File: src/rtl/reginit_pkg.sv
package reginit_pkg;

  typedef enum logic [3:0] {
    S_IDLE,
    S_CLR,
    S_SETTLE,
    S_HEAD_REQ,
    S_HEAD_CAP,
    S_ENT_REQ,
    S_ENT_DEC,
    S_PUT,
    S_RELOC_REQ,
    S_RELOC_CAP,
    S_RMW_RD,
    S_RMW_WR,
    S_FIN
  } seq_state_t;

  typedef enum logic [1:0] {
    ENT_DATA,
    ENT_RELOC,
    ENT_END
  } ent_kind_t;

endpackage

File: src/rtl/reginit_entry_decode.sv
module reginit_entry_decode
  import reginit_pkg::*;
#(
  parameter int          DW         = 32,
  parameter logic [DW-1:0] MARK_RELOC = 32'hAEEDDEEA,
  parameter logic [DW-1:0] MARK_END   = 32'hAEEDEDED
) (
  input  logic [DW-1:0] word_i,
  output ent_kind_t     kind_o
);

  always_comb begin
    if (word_i == MARK_END) begin
      kind_o = ENT_END;
    end else if (word_i == MARK_RELOC) begin
      kind_o = ENT_RELOC;
    end else begin
      kind_o = ENT_DATA;
    end
  end

endmodule

File: src/rtl/reginit_settle_timer.sv
module reginit_settle_timer #(
  parameter int CYC = 16
) (
  input  logic clk,
  input  logic rst_n,
  input  logic load_i,
  output logic expired_o
);

  localparam int CW = (CYC < 2) ? 1 : $clog2(CYC + 1);
  localparam logic [CW-1:0] LOAD_VAL = CW'(CYC);

  logic [CW-1:0] cnt_q;
  logic [CW-1:0] cnt_n;
  logic          cnt_en;

  always_comb begin
    cnt_en = 1'b0;
    cnt_n  = cnt_q;
    if (load_i) begin
      cnt_en = 1'b1;
      cnt_n  = LOAD_VAL;
    end else if (cnt_q != '0) begin
      cnt_en = 1'b1;
      cnt_n  = cnt_q - 1'b1;
    end
  end

  always_ff @(posedge clk or negedge rst_n) begin
    if (!rst_n) begin
      cnt_q <= '0;
    end else if (cnt_en) begin
      cnt_q <= cnt_n;
    end
  end

  assign expired_o = (cnt_q == '0);

  AST_TIMER_BOUND: assert property (@(posedge clk) disable iff (!rst_n)
    cnt_q <= LOAD_VAL);

endmodule

File: src/rtl/reginit_rmw_merge.sv
module reginit_rmw_merge #(
  parameter int               DW        = 32,
  parameter int               FIELD_W   = 17,
  parameter logic [FIELD_W-1:0] FIELD_VAL = 17'h00618
) (
  input  logic [DW-1:0] old_i,
  output logic [DW-1:0] merged_o
);

  generate
    if (FIELD_W >= DW) begin : g_full
      assign merged_o = FIELD_VAL[DW-1:0];
    end else begin : g_part
      assign merged_o = {old_i[DW-1:FIELD_W], FIELD_VAL};
    end
  endgenerate

endmodule

File: src/rtl/reginit_seq.sv
module reginit_seq
  import reginit_pkg::*;
#(
  parameter int               DW          = 32,
  parameter int               MAX_ENTRIES = 64,
  parameter int               SETTLE_CYC  = 16,
  parameter logic [31:0]      BASE_ADDR   = 32'h4000_0100,
  parameter logic [31:0]      CTRL_ADDR   = 32'h4000_0060,
  parameter logic [31:0]      RMW_OFFSET  = 32'h0000_0084,
  parameter int               FIELD_W     = 17,
  parameter logic [FIELD_W-1:0] FIELD_VAL = 17'h00618,
  parameter logic [31:0]      MARK_RELOC  = 32'hAEEDDEEA,
  parameter logic [31:0]      MARK_END    = 32'hAEEDEDED,
  localparam int              IDX_W       = $clog2(MAX_ENTRIES + 1)
) (
  input  logic             clk,
  input  logic             rst_n,
  input  logic             start_i,
  output logic             rom_en_o,
  output logic [IDX_W-1:0] rom_addr_o,
  input  logic [DW-1:0]    rom_data_i,
  output logic             bus_valid_o,
  output logic             bus_we_o,
  output logic [DW-1:0]    bus_addr_o,
  output logic [DW-1:0]    bus_wdata_o,
  input  logic             bus_ready_i,
  input  logic [DW-1:0]    bus_rdata_i,
  output logic             done_o,
  output logic             err_o
);

  localparam logic [IDX_W-1:0] IDX_LIM  = IDX_W'(MAX_ENTRIES);
  localparam logic [DW-1:0]    BASE_W   = DW'(BASE_ADDR);
  localparam logic [DW-1:0]    CTRL_W   = DW'(CTRL_ADDR);
  localparam logic [DW-1:0]    RMW_ADDR = DW'(BASE_ADDR + RMW_OFFSET);
  localparam logic [DW-1:0]    STEP     = DW'(4);

  seq_state_t       state_q, state_n;
  logic [DW-1:0]    addr_q, addr_n;
  logic             addr_en;
  logic [IDX_W-1:0] idx_q, idx_n;
  logic             idx_en;
  logic [DW-1:0]    word_q;
  logic             word_en;
  logic [DW-1:0]    rd_q;
  logic             rd_en;
  logic             err_q, err_n;
  logic             err_en;
  logic             tmr_load;
  logic             tmr_expired;
  ent_kind_t        ent_kind;
  logic [DW-1:0]    merged;
  logic             below_base;
  logic             at_limit;

  reginit_entry_decode #(
    .DW        (DW),
    .MARK_RELOC(DW'(MARK_RELOC)),
    .MARK_END  (DW'(MARK_END))
  ) u_decode (
    .word_i(rom_data_i),
    .kind_o(ent_kind)
  );

  reginit_settle_timer #(
    .CYC(SETTLE_CYC)
  ) u_timer (
    .clk      (clk),
    .rst_n    (rst_n),
    .load_i   (tmr_load),
    .expired_o(tmr_expired)
  );

  reginit_rmw_merge #(
    .DW       (DW),
    .FIELD_W  (FIELD_W),
    .FIELD_VAL(FIELD_VAL)
  ) u_merge (
    .old_i   (rd_q),
    .merged_o(merged)
  );

  assign below_base = (addr_q < BASE_W);
  assign at_limit   = (idx_q >= IDX_LIM);

  // next-state process
  always_comb begin
    state_n  = state_q;
    addr_n   = addr_q;
    addr_en  = 1'b0;
    idx_n    = idx_q;
    idx_en   = 1'b0;
    word_en  = 1'b0;
    rd_en    = 1'b0;
    err_n    = err_q;
    err_en   = 1'b0;
    tmr_load = 1'b0;
    unique case (state_q)
      S_IDLE: begin
        if (start_i) begin
          state_n = S_CLR;
          idx_n   = '0;
          idx_en  = 1'b1;
          err_n   = 1'b0;
          err_en  = 1'b1;
        end
      end
      S_CLR: begin
        if (bus_ready_i) begin
          state_n  = S_SETTLE;
          tmr_load = 1'b1;
        end
      end
      S_SETTLE: begin
        if (tmr_expired) begin
          state_n = S_HEAD_REQ;
        end
      end
      S_HEAD_REQ: begin
        state_n = S_HEAD_CAP;
        idx_n   = idx_q + 1'b1;
        idx_en  = 1'b1;
      end
      S_HEAD_CAP: begin
        addr_n  = rom_data_i;
        addr_en = 1'b1;
        state_n = S_ENT_REQ;
      end
      S_ENT_REQ: begin
        if (below_base || at_limit) begin
          state_n = S_FIN;
          err_n   = 1'b1;
          err_en  = 1'b1;
        end else begin
          state_n = S_ENT_DEC;
          idx_n   = idx_q + 1'b1;
          idx_en  = 1'b1;
        end
      end
      S_ENT_DEC: begin
        word_en = 1'b1;
        unique case (ent_kind)
          ENT_END:   state_n = S_RMW_RD;
          ENT_RELOC: state_n = S_RELOC_REQ;
          default:   state_n = S_PUT;
        endcase
      end
      S_PUT: begin
        if (bus_ready_i) begin
          addr_n  = addr_q + STEP;
          addr_en = 1'b1;
          state_n = S_ENT_REQ;
        end
      end
      S_RELOC_REQ: begin
        if (at_limit) begin
          state_n = S_FIN;
          err_n   = 1'b1;
          err_en  = 1'b1;
        end else begin
          state_n = S_RELOC_CAP;
          idx_n   = idx_q + 1'b1;
          idx_en  = 1'b1;
        end
      end
      S_RELOC_CAP: begin
        addr_n  = rom_data_i;
        addr_en = 1'b1;
        state_n = S_ENT_REQ;
      end
      S_RMW_RD: begin
        if (bus_ready_i) begin
          rd_en   = 1'b1;
          state_n = S_RMW_WR;
        end
      end
      S_RMW_WR: begin
        if (bus_ready_i) begin
          state_n = S_FIN;
        end
      end
      S_FIN: begin
        state_n = S_IDLE;
      end
      default: begin
        state_n = S_IDLE;
      end
    endcase
  end

  // register process
  always_ff @(posedge clk or negedge rst_n) begin
    if (!rst_n) begin
      state_q <= S_IDLE;
      addr_q  <= '0;
      idx_q   <= '0;
      word_q  <= '0;
      rd_q    <= '0;
      err_q   <= 1'b0;
    end else begin
      state_q <= state_n;
      if (addr_en) addr_q <= addr_n;
      if (idx_en)  idx_q  <= idx_n;
      if (word_en) word_q <= rom_data_i;
      if (rd_en)   rd_q   <= bus_rdata_i;
      if (err_en)  err_q  <= err_n;
    end
  end

  // output decode
  always_comb begin
    bus_valid_o = 1'b0;
    bus_we_o    = 1'b0;
    bus_addr_o  = '0;
    bus_wdata_o = '0;
    unique case (state_q)
      S_CLR: begin
        bus_valid_o = 1'b1;
        bus_we_o    = 1'b1;
        bus_addr_o  = CTRL_W;
      end
      S_PUT: begin
        bus_valid_o = 1'b1;
        bus_we_o    = 1'b1;
        bus_addr_o  = addr_q;
        bus_wdata_o = word_q;
      end
      S_RMW_RD: begin
        bus_valid_o = 1'b1;
        bus_addr_o  = RMW_ADDR;
      end
      S_RMW_WR: begin
        bus_valid_o = 1'b1;
        bus_we_o    = 1'b1;
        bus_addr_o  = RMW_ADDR;
        bus_wdata_o = merged;
      end
      default: ;
    endcase
  end

  assign rom_en_o   = (state_q == S_HEAD_REQ) ||
                      ((state_q == S_ENT_REQ) && !below_base && !at_limit) ||
                      ((state_q == S_RELOC_REQ) && !at_limit);
  assign rom_addr_o = idx_q;
  assign done_o     = (state_q == S_FIN);
  assign err_o      = err_q;

  // observation counter for the settle window
  localparam int GW = $clog2(SETTLE_CYC + 3);
  localparam logic [GW-1:0] GAP_SAT = GW'(SETTLE_CYC + 1);
  logic [GW-1:0] gap_q;
  logic          clr_acc;
  assign clr_acc = bus_valid_o && bus_ready_i && bus_we_o && (bus_addr_o == CTRL_W);

  always_ff @(posedge clk or negedge rst_n) begin
    if (!rst_n) begin
      gap_q <= GAP_SAT;
    end else if (clr_acc) begin
      gap_q <= '0;
    end else if (gap_q != GAP_SAT) begin
      gap_q <= gap_q + 1'b1;
    end
  end

  AST_SETTLE_GAP: assert property (@(posedge clk) disable iff (!rst_n)
    rom_en_o |-> (gap_q >= GW'(SETTLE_CYC)));
  AST_IDLE_QUIET: assert property (@(posedge clk) disable iff (!rst_n)
    (state_q == S_IDLE) |-> (!bus_valid_o && !rom_en_o));
  AST_NO_MARKER_WR: assert property (@(posedge clk) disable iff (!rst_n)
    (state_q == S_PUT) |-> (bus_wdata_o != DW'(MARK_RELOC) && bus_wdata_o != DW'(MARK_END)));
  AST_ADDR_FLOOR: assert property (@(posedge clk) disable iff (!rst_n)
    (state_q == S_PUT) |-> (bus_addr_o >= BASE_W));
  AST_ROM_LIMIT: assert property (@(posedge clk) disable iff (!rst_n)
    rom_en_o |-> (rom_addr_o < IDX_LIM));
  AST_DONE_PULSE: assert property (@(posedge clk) disable iff (!rst_n)
    done_o |=> !done_o);
  AST_ERR_WITH_DONE: assert property (@(posedge clk) disable iff (!rst_n)
    $rose(err_o) |-> done_o);
  AST_BUS_HOLD: assert property (@(posedge clk) disable iff (!rst_n)
    (bus_valid_o && !bus_ready_i) |=>
      (bus_valid_o && $stable(bus_addr_o) && $stable(bus_wdata_o) && $stable(bus_we_o)));
  AST_ROM_EXCL: assert property (@(posedge clk) disable iff (!rst_n)
    rom_en_o |-> !bus_valid_o);

endmodule

File: config.mk
export PLATFORM = sky130hd
export DESIGN_NAME = reginit_seq
export DESIGN_NICKNAME = d
export VERILOG_FILES = /design/src/rtl/reginit_pkg.sv /design/src/rtl/reginit_entry_decode.sv /design/src/rtl/reginit_settle_timer.sv /design/src/rtl/reginit_rmw_merge.sv /design/src/rtl/reginit_seq.sv
export SDC_FILE = /design/constraint.sdc
export NUM_CORES = 1
export LEC_CHECK = 0
export ABC_CLOCK_PERIOD_IN_PS = 2900
export BUFFER_PORTS_ARGS = -buffer_cell sky130_fd_sc_hd__buf_2
export CELL_PAD_IN_SITES_DETAIL_PLACEMENT = 1
export CELL_PAD_IN_SITES_GLOBAL_PLACEMENT = 2
export CORE_MARGIN = 2
export CORE_UTILIZATION = 32
export DETAILED_ROUTE_END_ITERATION = 16
export PLACE_DENSITY = 0.8
export SYNTH_ARGS = -nofsm -noshare
export SYNTH_HDL_FRONTEND = slang
export SYNTH_SLANG_ARGS = --single-unit
File: constraint.sdc
create_clock -name clk -period 2.9 [get_ports clk]
set_clock_uncertainty 0.2 [all_clocks]
set_input_delay 0.58 -clock clk [delete_from_list [all_inputs] [get_ports clk]]
set_output_delay 0.58 -clock clk [all_outputs]
set_load 0.02 [all_outputs]
## Word level (Yosys, flattened, before mapping)

Cells that the tools add are included.

| operators by class | value |
|---|---|
| shift-type cells | 0 |
| reductions and logical operators | 24 |
| mux-type cells | 42 |
| add/subtract/negate cells | 3 |
| $mul | 0 |
| divide/modulo/power cells | 0 |
| equality and inequality tests | 26 |
| bitwise operators | 0 |
| magnitude comparators | 2 |

Operators with widths:

| operator | count |
|---|---|
| case mux 32 bit (2 select lines) | 2 |
| case mux 32 bit (3 select lines) | 1 |
| equality test 32 bit (second input constant) | 2 |
| case mux 4 bit (11 select lines) | 1 |
| adder 32 x 3 -> 32 bit (second input constant) | 1 |
| less-than comparator 32 x 31 -> 1 bit (second input constant) | 1 |
| two-way mux 32 bit | 1 |
| two-way mux 4 bit | 7 |
| case mux 7 bit (4 select lines) | 1 |
| two-way mux 7 bit | 3 |
| equality test 4 bit (second input constant) | 5 |
| inequality test 2 bit (second input constant) | 10 |
| two-way mux 1 bit | 17 |
| equality test 4 x 3 -> 1 bit (second input constant) | 4 |
| two-way mux 5 bit | 2 |
| AND reduction 5 bit | 2 |
| equality test 4 x 2 -> 1 bit (second input constant) | 2 |
| case mux 4 bit (2 select lines) | 1 |
| adder 7 x 1 -> 7 bit (second input constant) | 1 |
| >= comparator 7 bit (second input constant) | 1 |
| case mux 1 bit (3 select lines) | 2 |
| AND reduction 6 bit | 1 |
| zero test 5 bit | 1 |
| nonzero test 5 bit | 1 |
| other kinds (20) | 27 |

| storage, ports and cells | value |
|---|---|
| latch bits | 0 |
| RAM bits | 0 |
| memories kept | 0 |
| bits in read-only memories | 0 |
| register bits | 113 |
| output and inout bits | 76 |
| logic and storage cells | 104 |
| input bits | 68 |

## Logic depth before layout (Yosys ltp)

| depth | value |
|---|---|
| depth in word-level cells | 6 |
| mapped depth | 8 |
| gate-level depth less buffers | 7 |

## By module

Synthesis repeated with hierarchy kept, for this count alone.

| unflattened totals | value |
|---|---|
| cells, all modules | 642 |
| area total of the unflattened synthesis | 6398.6 um^2 |

By module, submodules not included:

| module | times used | area an instance (um^2) | cells an instance | seq. area each (um^2) |
|---|---|---|---|---|
| reginit_seq | 1 | 5770.5 | 566 | 2702.6 |
| reginit_settle_timer | 1 | 255.2 | 26 | 125.1 |
| reginit_rmw_merge | 1 | 247.7 | 34 | 0.0 |
| reginit_entry_decode | 1 | 125.1 | 16 | 0.0 |

## Worst setup path after synthesis

Ideal clock, no wire load.

| path | value |
|---|---|
| kind | flip-flop to output port |
| start | register state_q[3] |
| end | output bus_wdata_o[17] |
| stages on the path, launching flop included | 8 |
| path slack | 0.440 ns |
| path buffers | 4 |
| required time | 2.120 ns |
| data arrival time | 1.680 ns |
| path through | dfrtp_1 -> buf_2 -> nor2b_1 -> buf_2 -> and3_1 -> buf_2 -> buf_2 -> a22o_1 |

| on the way | value |
|---|---|
| longest elaborated chain between the ends | 2 |
| elaborated cells between the ends (all ways) | 3 |
| classes of those cells | 2 x eq/ne; 1 x mux |

RTL lines:

| element | line | source |
|---|---|---|
| from (decl) | reginit_seq.sv:38 | `seq_state_t state_q, state_n;` |
| from (signal assigned) | reginit_seq.sv:201 | `state_q <= state_n;` |
| equality test 4 bit / equality test 4 x 3 -> 1 bit (equally long branches) | reginit_seq.sv:216 | `unique case (state_q)` |
| case mux 32 bit (2 select lines) * | reginit_seq.sv:216 |  |
| to (decl) | reginit_seq.sv:25 | `output logic [DW-1:0] bus_wdata_o,` |

Every way passes the cells marked *; elsewhere a longest branch is shown, timed or not.

## Worst setup path in the final report

| path | value |
|---|---|
| start | register state_q[3] |
| end | output rom_en_o |

| on the way | value |
|---|---|
| longest elaborated chain between the ends | 5 |
| elaborated cells between the ends (all ways) | 8 |
| classes of those cells | 3 x eq/ne; 5 x reduce/logical |

RTL lines:

| element | line | source |
|---|---|---|
| equality test 4 x 3 -> 1 bit | reginit_seq.sv:243 | `((state_q == S_ENT_REQ) && !below_base && !at_limit) \|\|` |
| logical AND 1 bit (2 in a row) | reginit_seq.sv:243 |  |
| logical OR 1 bit | reginit_seq.sv:242 | `assign rom_en_o = (state_q == S_HEAD_REQ) \|\|` |
| logical OR 1 bit * | reginit_seq.sv:243 |  |
| to (decl) | reginit_seq.sv:19 | `output logic rom_en_o,` |

Marks and branches as above.

==> impl_metrics.yaml <==
timing:
  layout_min_cycle_time_ns: 2.78
  finalCritPeriodShare_pct: 95.9
  slew_headroom_pct: 65.2
  setup_viol: 0
  fmax_ghz: 0.359
  fin_hold_ws_ns: 0.0161
  slew_viol_final: 0
  finalHoldViolCount: 0
  setup_slack_ns: 0.118
  tightest_slew_ns: 0.514
global_routing:
  grt.overflow.total: 0
  grt_usage_pct: 19.7
  grt_max_degree: 43
  antenna_found_initial: 0
  first_global_vias: 5258
  grt_pass1_wl_um: 28300
worst_setup_path:
  required_ns: 2.12
  startpoint: "state_q[3]"
  cp_data_arrival_time_ns: 2.00
  r2r_slack_ns: 0.49
  crit_path_start_kind: "flip-flop"
  endpoint: "rom_en_o"
  r2r_cells: 6
  r2r_end: "addr_q[17]"
  crit_type: "reg -> out"
  path_max_fanout: 14
  end_kind: "output port"
  regToRegStartpoint: "state_q[0]"
job:
  cap_viol_max_count: 0
clocking:
  clockBufferDepth: 2
  cts_hold_buf: 0
  h-tree-depth: 3
  cts_tree: "yes"
  clk_latency_ns: 0.35
  cts_buffers: 9
  clk_pin_slew_ns: 0.07
  ctsRootBufferMaster: "clkbuf_16"
  cts.sinks: 96
hold_path:
  hold_class: "in -> async"
die:
  num_rows: 47
  start_util_pct: 32.9
  die_h_um: 135
  die-area_um2: 18200
  die_w_um: 135
  ioPinCount: 144
  coreArea_um2: 16700
power_and_ir_drop:
  total_power_w: 0.00664
  p_leak_nw: 3.22
  ir_drop_mv: 0.350
  power_density_nw_per_um2: 972
route:
  route.detailed.wl_per_inst_um: 18.9
  drt-total-wl_um: 17300
  via_count: 4847
  drc: 0
  postRouteAntennaNets: 0
  dr.pass1.iters: 4
  viasPerCell: 5.28
  drtIter0Drc: 215
synth:
  avgSynthCellArea_um2: 9.85
  syn_area_um2: 5500
  syn-num-nets: 631
  synth_top_area_cell: "dfrtp_1"
  ys.flop_type: "dfrtp_1"
  yosys_warnings: 0
  synth_edf_count: 0
  synth_top_cell_area_share_pct: 43.7
  synth_commonest_cells: "dfrtp_1, mux2_2, nand2_1"
  synth_cell_types: 71
  ys_seq_area_share_pct: 43.7
  yosysMostFrequentCell: "dfrtp_1"
  synthCells: 558
  ys_async_sr_fraction_pct: 100
  synth_area_leaders: "dfrtp_1, mux2_2, and2_1, nand2_1, nor2_1"
  synth_seq_cells: 96
place:
  place_ws_ns: 0.354
  routabilityCongestion: 0.860
  port_buffers: 126
  hpwl_um: 13100
finish:
  num-nets-final: 766
  drive_above_1_share_pct: 36.0
  antenna-diode-count: 0
  syn_to_final_growth_pct: 24.3
  fin_util_pct: 40.9
run_status:
  run_status: "complete, no violations"
power breakdown:
group	switching [W]	internal, W	total [W]
clock	0.000523	0.000699	0.00122
sequential	0.000693	0.00196	0.00265
combinational	0.00152	0.00125	0.00277
total	0.00274	0.00391	0.00664
flip-flops by register name, summed over array words and instances, names as in the netlist:
name and flops:
state_q 4, addr_q 32, word_q 32, rd_q 15, u_timer.cnt_q 5, rom_addr_o 7
err_o 1
cells by family after synthesis:
family                     share of synthesized area [%]
AOI/OAI and AO/OA                                   13.5
xor gates and xnor gates                            1.75
adders and majority gates                           1.14
buffers and inverters                               3.96
DFF                                                 43.7
muxes                                               11.0
and+or+nand+nor                                     25.0
worst max-delay path, stage by stage, from the launching register on:
cell	delay, ns
dfrtp_2	0.51
nand4bb_4	0.29
nor3b_1	0.29
a21o_1	0.28
nor3_4	0.07
inv_1	0.06
buf_2	0.15
area by class of cell:
| type | instances | area, µm² |
|---|---|---|
| multi-input combinational | 416 | 2910 |
| inverter | 15 | 56.3 |
| sequential | 96 | 2410 |
| timing repair buffer | 155 | 876 |
| fill | 1957 | 9870 |
| tap | 220 | 275 |
| clock inverter | 5 | 62.6 |
| clock buffer | 11 | 243 |
placed cells by master, fill, tap and decap left out, drive strengths merged, types with 4 or more instances in the layout:
master	count
a21oi	11
mux2	50
a21boi	5
a31oi	6
o21ai	28
xor2	7
mux2i	4
a22oi	4
ha	5
and3	8
and2	38
or3	4
nand3b	4
nor2	40
o211ai	7
nand3	28
nor3	13
nor4	10
nand2	51
a22o	16
dfrtp	96
xnor2	4
nand4	13
nor3b	4
a21o	6
buf	155
inv	17
a221o	6
clkbuf	11
nor2b	10
or2	5
metrics by stage:
stage               instance area, µm²  cells  setup TNS, ns
global placement                  6490    901              0
detailed placement                6490    901              0
floorplan                         5500    558              0
CTS                               6800    917              0
global route                      6830    918       -0.00210
finish                            6830    918              0
repair_timing:
action                                  CTS  global route
pin swaps                                 0             2
gates resized for setup                   3             6
endpoints found under the setup margin    1             1
hold endpoints to repair                  0             0
setup buffers                             0             1
layer usage:
metal  global-route usage [%]  wire length, µm  vias to the layer above  part of all wire [%]
met5                        0                0                        -                     0
met4                     3.59              153                        0                  0.88
met3                     4.50              882                       10                   5.1
met2                     33.3             8360                      117                    48
met1                     26.1             7930                     2438                    46
li1                         -                -                     2282                     -
worst min path at each step:
stage	slack (ns)	cells past startpoint	from	end
floorplan	0.08	0	rst_n	addr_q[0]
global placement	0.26	2	addr_q[0]	addr_q[0]
detailed placement	0.28	2	addr_q[1]	addr_q[1]
CTS	0.02	1	rst_n	addr_q[3]
global route	0.03	1	rst_n	addr_q[1]
finish	0.02	1	rst_n	addr_q[1]
Note: power is estimated with default switching activity, not from simulation.
